`config.mk`:
```
export PLATFORM = sky130hd
export DESIGN_NAME = strap_i2c_target
export DESIGN_NICKNAME = d
export VERILOG_FILES = /design/src/rtl/strap_i2c_pkg.sv /design/src/rtl/i2c_line_sync.sv /design/src/rtl/strap_addr_latch.sv /design/src/rtl/i2c_reg_bank.sv /design/src/rtl/i2c_target_fsm.sv /design/src/rtl/strap_i2c_target.sv
export SDC_FILE = /design/constraint.sdc
export NUM_CORES = 1
export LEC_CHECK = 0
export ABC_AREA = 1
export ABC_CLOCK_PERIOD_IN_PS = 1710
export BUFFER_PORTS_ARGS = -buffer_cell sky130_fd_sc_hd__buf_2
export CORE_MARGIN = 2
export CORE_UTILIZATION = 30
export CTS_CLUSTER_DIAMETER = 50
export CTS_CLUSTER_SIZE = 28
export DETAILED_ROUTE_END_ITERATION = 8
export PLACE_DENSITY = 0.58
export SYNTH_ARGS = -nofsm -noshare
export SYNTH_HDL_FRONTEND = slang
export SYNTH_SLANG_ARGS = --single-unit
```
`constraint.sdc`:
```
create_clock -name clk_i -period 1.71 [get_ports clk_i]
set_input_delay 0.342 -clock clk_i [delete_from_list [all_inputs] [get_ports clk_i]]
set_output_delay 0.342 -clock clk_i [all_outputs]
set_load 0.01 [all_outputs]
```
`src/rtl/strap_i2c_pkg.sv`:
```
package strap_i2c_pkg;

   // byte engine states
   typedef enum logic [2:0] {
      ST_IDLE,
      ST_ADDR,
      ST_ADDR_ACK,
      ST_WR_BYTE,
      ST_WR_ACK,
      ST_RD_BYTE,
      ST_RD_ACK
   } tgt_state_e;

   // bus events after synchronization
   typedef struct packed {
      logic sda;
      logic scl_rise;
      logic scl_fall;
      logic start;
      logic stop;
   } line_evt_t;

   localparam int unsigned STRAP_LEVELS = 3;
   localparam int unsigned MAX_INDEX    = STRAP_LEVELS * STRAP_LEVELS - 1;

   // three-level strap code to level; unused code reads as open
   function automatic logic [1:0] strap_level(input logic [1:0] code);
      case (code)
         2'b00:   return 2'd0;
         2'b10:   return 2'd2;
         default: return 2'd1;
      endcase
   endfunction

endpackage

```
`src/rtl/i2c_line_sync.sv`:
```
module i2c_line_sync
   import strap_i2c_pkg::*;
#(
   parameter int unsigned SYNC_STAGES = 2
) (
   input  logic      clk_i,
   input  logic      rst_ni,
   input  logic      scl_i,
   input  logic      sda_i,
   output line_evt_t evt_o
);

   localparam int unsigned TOP = SYNC_STAGES - 1;

   logic [SYNC_STAGES-1:0] scl_q;
   logic [SYNC_STAGES-1:0] sda_q;
   logic                   scl_d;
   logic                   sda_d;
   logic                   scl_now;
   logic                   sda_now;

   always_ff @(posedge clk_i or negedge rst_ni) begin
      if (!rst_ni) begin
         scl_q <= '1;
         sda_q <= '1;
         scl_d <= 1'b1;
         sda_d <= 1'b1;
      end else begin
         scl_q <= {scl_q[SYNC_STAGES-2:0], scl_i};
         sda_q <= {sda_q[SYNC_STAGES-2:0], sda_i};
         scl_d <= scl_q[TOP];
         sda_d <= sda_q[TOP];
      end
   end

   assign scl_now = scl_q[TOP];
   assign sda_now = sda_q[TOP];

   always_comb begin
      evt_o.sda      = sda_now;
      evt_o.scl_rise = scl_now & ~scl_d;
      evt_o.scl_fall = ~scl_now & scl_d;
      evt_o.start    = scl_now & scl_d & sda_d & ~sda_now;
      evt_o.stop     = scl_now & scl_d & ~sda_d & sda_now;
   end

endmodule

```
`src/rtl/strap_addr_latch.sv`:
```
module strap_addr_latch
   import strap_i2c_pkg::*;
#(
   parameter logic [6:0] BASE_ADDR7 = 7'h60
) (
   input  logic       clk_i,
   input  logic       rst_ni,
   input  logic [1:0] strap_hi_i,
   input  logic [1:0] strap_lo_i,
   output logic [6:0] dev_addr_o
);

   logic [1:0] lvl_hi;
   logic [1:0] lvl_lo;
   logic [3:0] index;

   assign lvl_hi = strap_level(strap_hi_i);
   assign lvl_lo = strap_level(strap_lo_i);
   assign index  = 4'(lvl_hi) * 4'(STRAP_LEVELS) + 4'(lvl_lo);

   // capture only while reset is held; frozen afterwards
   always_ff @(posedge clk_i) begin
      if (!rst_ni) begin
         dev_addr_o <= BASE_ADDR7 + 7'(index);
      end
   end

endmodule

```
`src/rtl/i2c_reg_bank.sv`:
```
module i2c_reg_bank #(
   parameter int unsigned NUM_REGS = 4,
   parameter int unsigned DATA_W   = 8,
   parameter int unsigned PTR_W    = 8
) (
   input  logic                       clk_i,
   input  logic                       rst_ni,
   input  logic                       wr_en_i,
   input  logic [PTR_W-1:0]           ptr_i,
   input  logic [DATA_W-1:0]          wr_data_i,
   output logic [DATA_W-1:0]          rd_data_o,
   output logic [NUM_REGS*DATA_W-1:0] regs_o
);

   localparam int unsigned IDX_W = (NUM_REGS > 1) ? $clog2(NUM_REGS) : 1;

   logic              in_range;
   logic [IDX_W-1:0]  idx;
   logic [DATA_W-1:0] mem [NUM_REGS];

   // a pointer that spans the whole bank needs no range check
   if (NUM_REGS == (1 << PTR_W)) begin : g_full_span
      assign in_range = 1'b1;
   end else begin : g_partial_span
      assign in_range = (ptr_i < PTR_W'(NUM_REGS));
   end

   assign idx = ptr_i[IDX_W-1:0];

   for (genvar r = 0; r < NUM_REGS; r++) begin : g_reg
      always_ff @(posedge clk_i or negedge rst_ni) begin
         if (!rst_ni) begin
            mem[r] <= '0;
         end else if (wr_en_i && in_range && (idx == IDX_W'(r))) begin
            mem[r] <= wr_data_i;
         end
      end
      assign regs_o[r*DATA_W +: DATA_W] = mem[r];
   end

   assign rd_data_o = in_range ? mem[idx] : '0;

endmodule

```
`src/rtl/i2c_target_fsm.sv`:
```
module i2c_target_fsm
   import strap_i2c_pkg::*;
#(
   parameter int unsigned DATA_W = 8
) (
   input  logic              clk_i,
   input  logic              rst_ni,
   input  line_evt_t         evt_i,
   input  logic [6:0]        dev_addr_i,
   input  logic [DATA_W-1:0] rd_data_i,
   output logic              sda_oe_o,
   output logic              wr_en_o,
   output logic [DATA_W-1:0] ptr_o,
   output logic [DATA_W-1:0] wr_data_o
);

   localparam logic [3:0] BITS      = 4'(DATA_W);
   localparam logic [3:0] LAST_SENT = 4'(DATA_W - 1);

   tgt_state_e        state_q;
   logic [3:0]        cnt_q;
   logic [DATA_W-1:0] shift_q;
   logic              rw_q;
   logic              first_q;
   logic              nack_q;
   logic              addr_hit;

   assign addr_hit  = (shift_q[7:1] == dev_addr_i) && (shift_q[7:1] != 7'd0);
   assign wr_data_o = shift_q;

   always_ff @(posedge clk_i or negedge rst_ni) begin
      if (!rst_ni) begin
         state_q  <= ST_IDLE;
         cnt_q    <= '0;
         shift_q  <= '0;
         rw_q     <= 1'b0;
         first_q  <= 1'b0;
         nack_q   <= 1'b0;
         sda_oe_o <= 1'b0;
         wr_en_o  <= 1'b0;
         ptr_o    <= '0;
      end else begin
         wr_en_o <= 1'b0;
         if (evt_i.start) begin
            state_q  <= ST_ADDR;
            cnt_q    <= '0;
            sda_oe_o <= 1'b0;
         end else if (evt_i.stop) begin
            state_q  <= ST_IDLE;
            cnt_q    <= '0;
            sda_oe_o <= 1'b0;
         end else begin
            unique case (state_q)
               ST_ADDR, ST_WR_BYTE: begin
                  if (evt_i.scl_rise && (cnt_q != BITS)) begin
                     shift_q <= {shift_q[DATA_W-2:0], evt_i.sda};
                     cnt_q   <= cnt_q + 4'd1;
                  end else if (evt_i.scl_fall && (cnt_q == BITS)) begin
                     cnt_q <= '0;
                     if (state_q == ST_ADDR) begin
                        if (addr_hit) begin
                           rw_q     <= shift_q[0];
                           sda_oe_o <= 1'b1;
                           state_q  <= ST_ADDR_ACK;
                        end else begin
                           state_q <= ST_IDLE;
                        end
                     end else begin
                        sda_oe_o <= 1'b1;
                        state_q  <= ST_WR_ACK;
                     end
                  end
               end
               ST_ADDR_ACK: begin
                  if (evt_i.scl_fall) begin
                     first_q <= 1'b1;
                     if (rw_q) begin
                        shift_q  <= rd_data_i;
                        sda_oe_o <= ~rd_data_i[DATA_W-1];
                        state_q  <= ST_RD_BYTE;
                     end else begin
                        sda_oe_o <= 1'b0;
                        state_q  <= ST_WR_BYTE;
                     end
                  end
               end
               ST_WR_ACK: begin
                  if (evt_i.scl_fall) begin
                     sda_oe_o <= 1'b0;
                     state_q  <= ST_WR_BYTE;
                     first_q  <= 1'b0;
                     if (first_q) begin
                        ptr_o <= shift_q;
                     end else begin
                        wr_en_o <= 1'b1;
                     end
                  end
               end
               ST_RD_BYTE: begin
                  if (evt_i.scl_fall) begin
                     if (cnt_q == LAST_SENT) begin
                        cnt_q    <= '0;
                        sda_oe_o <= 1'b0;
                        state_q  <= ST_RD_ACK;
                     end else begin
                        cnt_q    <= cnt_q + 4'd1;
                        shift_q  <= {shift_q[DATA_W-2:0], 1'b0};
                        sda_oe_o <= ~shift_q[DATA_W-2];
                     end
                  end
               end
               ST_RD_ACK: begin
                  if (evt_i.scl_rise) begin
                     nack_q <= evt_i.sda;
                  end else if (evt_i.scl_fall) begin
                     if (nack_q) begin
                        state_q <= ST_IDLE;
                     end else begin
                        shift_q  <= rd_data_i;
                        sda_oe_o <= ~rd_data_i[DATA_W-1];
                        state_q  <= ST_RD_BYTE;
                     end
                  end
               end
               default: begin
                  cnt_q <= '0;
               end
            endcase
         end
      end
   end

endmodule

```
`src/rtl/strap_i2c_target.sv`:
```
module strap_i2c_target
   import strap_i2c_pkg::*;
#(
   parameter int unsigned SYNC_STAGES = 2,
   parameter int unsigned NUM_REGS    = 4,
   parameter int unsigned DATA_W      = 8,
   parameter logic [6:0]  BASE_ADDR7  = 7'h60
) (
   input  logic                       clk_i,
   input  logic                       rst_ni,
   input  logic                       scl_i,
   input  logic                       sda_i,
   input  logic [1:0]                 strap_hi_i,
   input  logic [1:0]                 strap_lo_i,
   output logic                       sda_oe_o,
   output logic [NUM_REGS*DATA_W-1:0] regs_o
);

   localparam int unsigned PTR_W = DATA_W;

   if (DATA_W != 8) begin : g_bad_width
      $error("DATA_W must be 8 for byte transfers");
   end
   if (SYNC_STAGES < 2) begin : g_bad_sync
      $error("SYNC_STAGES must be at least 2");
   end
   if ((NUM_REGS < 1) || (NUM_REGS > (1 << PTR_W))) begin : g_bad_regs
      $error("NUM_REGS out of pointer range");
   end
   if ((int'(BASE_ADDR7) + int'(MAX_INDEX)) > 127) begin : g_bad_base
      $error("BASE_ADDR7 leaves no room for all strap indices");
   end

   line_evt_t         line_evt;
   logic [6:0]        dev_addr;
   logic [DATA_W-1:0] rd_data;
   logic [DATA_W-1:0] ptr;
   logic [DATA_W-1:0] wr_data;
   logic              wr_en;

   i2c_line_sync #(
      .SYNC_STAGES(SYNC_STAGES)
   ) u_sync (
      .clk_i (clk_i),
      .rst_ni(rst_ni),
      .scl_i (scl_i),
      .sda_i (sda_i),
      .evt_o (line_evt)
   );

   strap_addr_latch #(
      .BASE_ADDR7(BASE_ADDR7)
   ) u_addr (
      .clk_i     (clk_i),
      .rst_ni    (rst_ni),
      .strap_hi_i(strap_hi_i),
      .strap_lo_i(strap_lo_i),
      .dev_addr_o(dev_addr)
   );

   i2c_target_fsm #(
      .DATA_W(DATA_W)
   ) u_fsm (
      .clk_i     (clk_i),
      .rst_ni    (rst_ni),
      .evt_i     (line_evt),
      .dev_addr_i(dev_addr),
      .rd_data_i (rd_data),
      .sda_oe_o  (sda_oe_o),
      .wr_en_o   (wr_en),
      .ptr_o     (ptr),
      .wr_data_o (wr_data)
   );

   i2c_reg_bank #(
      .NUM_REGS(NUM_REGS),
      .DATA_W  (DATA_W),
      .PTR_W   (PTR_W)
   ) u_bank (
      .clk_i    (clk_i),
      .rst_ni   (rst_ni),
      .wr_en_i  (wr_en),
      .ptr_i    (ptr),
      .wr_data_i(wr_data),
      .rd_data_o(rd_data),
      .regs_o   (regs_o)
   );

endmodule

```
==> key figures <==
Status
  – Status: completed

Power and ir drop
  – Leakage power: approximately 2.1 nW
  – VDD IR max: 0.505 mV
  – P per Cell Area: 1470 nW/um^2

Drt
  – DRC errors left: 0
  – Final wirelength: 8360 um
  – DR vias: 2978
  – Iter 0 DRT Violations: roughly 180
  – Drt first pass iters: 5
  – Via density: 4.68
  – DR WL/cell: roughly 13 um
  – Post-DRT Antenna Nets: 0

Clock network
  – CTS tree: yes
  – CTS buffer count: 9
  – Clock Path Buffers: 2
  – Reg clk slew, reported paths: 0.06 ns
  – Root buffer cell: clkbuf_16
  – Clk sink count: 70
  – Clock insertion delay at the later pin of the skew report: about 0.33 ns
  – CTS H-tree depth: 3

Synth
  – Synth Area in Simple Gates: 0.261
  – Xor and xnor area share after synthesis: 0.00507
  – Largest family of logic cells by synthesized area: simple AND/OR/NAND/NOR gates
  – Share of the yosys chip area belonging to registers: 0.515
  – Proportion of synthesized area in mux cells: 0
  – Register bit total from synthesis: 70
  – Synth cell types: 30
  – Yosys synthesis warning count: 0
  – Synth Cell Area: 3460 sq um
  – Avg Inst Size Synth: 8.15 sq um
  – Post-synthesis cell count: 424
  – Mapped Nets: about 440
  – Synth Area in Compound Gates: 0.125
  – Adder-cell area share of the yosys netlist: 0.0239

Floorplan
  – Boundary Pins: 41
  – Core Footprint: roughly 11000 sq um
  – Die Y: roughly 110 um
  – Starting Density: 0.305
  – Die area: around 12000 sq um
  – Die width: between 100 and 150 um
  – Cell row count: 39

GRT
  – Largest net degree at the start of global routing: 54
  – Grt ovf: 0
  – First-pass GRT wire length: between 10000 and 15000 um
  – Initial antenna violation count: 0
  – GRT Total Usage: 0.142
  – Vias in the first global route: around 2800

Final layout
  – Ant. Diodes: 0
  – Multi-input logic area: around 1500 sq um
  – Nets@finish: between 500 and 600
  – Layout cell share with drive strength beyond 1: 0.217
  – Fillers: about 1200
  – Storage cell area: about 1800 sq um
  – Area Overhead vs Synth: 23.5%
  – Final cell count without fillers: between 600 and 700

STA
  – Setup TNS: 0 ns
  – Slew HR: 0.557
  – Fmax: slightly above 600 MHz
  – Fin crit period: approximately 1.6 ns
  – Final Slew Violations: 0
  – Final hold vios: 0
  – Period utilization: 0.944
  – Clk_skew: between 0.005 and 0.006 ns
  – Setup violators final: 0
  – RSZ-0062 raised after global routing: yes
  – Worst-Margin Slew: 0.664 ns

Setup path
  – Critical Path Sink Type: register
  – Required time worst endpoint: around 2 ns
  – CP Max Fanout: 16
  – Crit path launch type: register
  – Crit Path Class: register to register
  – Worst EP arrival: 1.86 ns

Placement
  – Dpl cells: 619
  – Port Buf Inserts: 40
  – Detail Placement HPWL: around 6100 um
  – RePlAce Congestion: 0.859

Worst hold path
  – Hold WC Path Type: input pin to async pin

Run
  – Max Cap Viol: 0
-- power breakdown --
part	switching, mW	internal [mW]
Clock	0.675	1.07
Sequential	0.334	2.00
Combinational	1.40	0.809
Total	2.41	3.88
-- cell usage after synthesis --
library cell / instances / area [sq um]
a21boi_0: 1 / 7.51
a21oi_1: 7 / 35.0
a22oi_1: 7 / 52.6
buf_2: 5 / 25.0
buf_6: 3 / 33.8
clkbuf_1: 2 / 7.51
dfrtp_1: 60 / 1500
dfstp_2: 6 / 158
edfxtp_1: 4 / 120
fa_1: 1 / 20.0
ha_1: 5 / 62.6
inv_1: 44 / 165
inv_2: 3 / 11.3
nand2_1: 147 / 552
nand2_2: 2 / 12.5
nand2_4: 1 / 11.3
nand3_1: 19 / 95.1
nand3_2: 2 / 20.0
nand3b_1: 1 / 7.51
nand4_1: 10 / 62.6
nand4_2: 1 / 12.5
nor2_1: 20 / 75.1
nor2_2: 4 / 25.0
nor2_4: 2 / 22.5
o21ai_0: 53 / 265
o21ai_1: 6 / 30.0
o21ai_2: 4 / 35.0
o21bai_1: 1 / 7.51
or2_2: 1 / 6.26
xor2_1: 2 / 17.5
-- final cells by class --
cell class	instances	share of cell area
sequential	70	0.417
multi-input combinational	297	0.343
timing repair buffer	64	0.0920
clock buffer	13	0.0612
tap	143	0.0419
inverter	47	0.0413
clock inverter	3	0.00439
-- what timing repair did --
item | 4_1_cts | 5_1_grt
gates resized for setup | 0 | 4
setup endpoints to repair | 0 | 9
hold buffers | 0 | 0
setup buffers | 0 | 2
-- cell families (layout without fill, tap and decap cells) --
group,after synthesis,count (layout)
and+or+nand+nor,210,210
AOI/OAI and AO/OA,79,79
DFF,70,70
buffers and inverters,57,127
adders and majority gates,6,6
xor gates and xnor gates,2,2
-- through the flow --
step	utilization	hold slack, ns	worst slack (ns)	area, sq um	power [mW]
after floorplan	-	0.0464	-0.0344	3470	3.77
after global placement	0.350	0.346	-0.169	3960	4.49
after detailed placement	0.350	0.347	-0.184	3960	4.53
after CTS	0.375	0.0824	0.0463	4240	6.30
after global routing	0.377	0.0880	-0.000488	4270	6.75
final	0.377	0.0409	0.0966	4270	6.29
-- cells in the final DEF, fill, tap and decap left out, drive strengths merged, types with 2 or more instances in the layout --
cell and instances:
o21ai 63, nor2 26, nand3 21, a21oi 7, clkbuf 13, dfstp 6
a22oi 7, xor2 2, ha 5, nand2 150, nand4 11, inv 47
buf 64, dfrtp 60, edfxtp 4, clkinv 3
-- per-layer routing --
layer / GRT usage / up-vias / wire length, um
met2: 0.217 / 57 / 3920
met3: 0.0250 / 12 / 309
met5: 0 / - / 0
met4: 0.0658 / 0 / 160
li1: - / 1497 / -
met1: 0.197 / 1412 / 3960
-- worst max-delay path, stage by stage, from the launching register on --
cell     delay, ns
dfrtp_1       0.37
inv_1         0.08
ha_1          0.21
nand3_1       0.08
nand3_1       0.10
inv_1         0.10
nand2_2       0.06
nand3_1       0.08
nand3_2       0.09
buf_12        0.16
o21ai_0       0.18
-- sequential cells by signal, indices dropped and copies added, names as in the netlist --
signal	flops
u_bank.regs_o	32
u_fsm.wr_data_o	8
u_addr.dev_addr_o	4
u_fsm.nack_q	1
u_sync.sda_d	1
u_fsm.rw_q	1
u_fsm.first_q	1
u_fsm.cnt_q	4
u_fsm.sda_oe_o	1
u_fsm.state_q	3
u_sync.scl_d	1
u_fsm.ptr_o	8
u_sync.scl_q	2
u_sync.sda_q	2
u_fsm.wr_en_o	1
-- final timing paths --
kind	cells past startpoint	from	slack (ns)	end
max	10	u_fsm.cnt_q[0]$_DFFE_PN0P_	0.1	u_fsm.wr_data_o[3]$_DFFE_PN0P_
min	2	rst_ni	0.04	u_fsm.cnt_q[3]$_DFFE_PN0P_
max reg2reg	10	u_fsm.cnt_q[0]$_DFFE_PN0P_	0.1	u_fsm.wr_data_o[3]$_DFFE_PN0P_
min reg2reg	0	u_sync.sda_q[0]$_DFF_PN1_	0.35	u_sync.sda_q[1]$_DFF_PN1_
max in group asynchronous	2	rst_ni	1.03	u_bank.regs_o[6]$_DFFE_PN0P_
min in group clk_i	1	sda_i	0.11	u_sync.sda_q[0]$_DFF_PN1_
No activity file was read; power rests on OpenSTA's default activity.
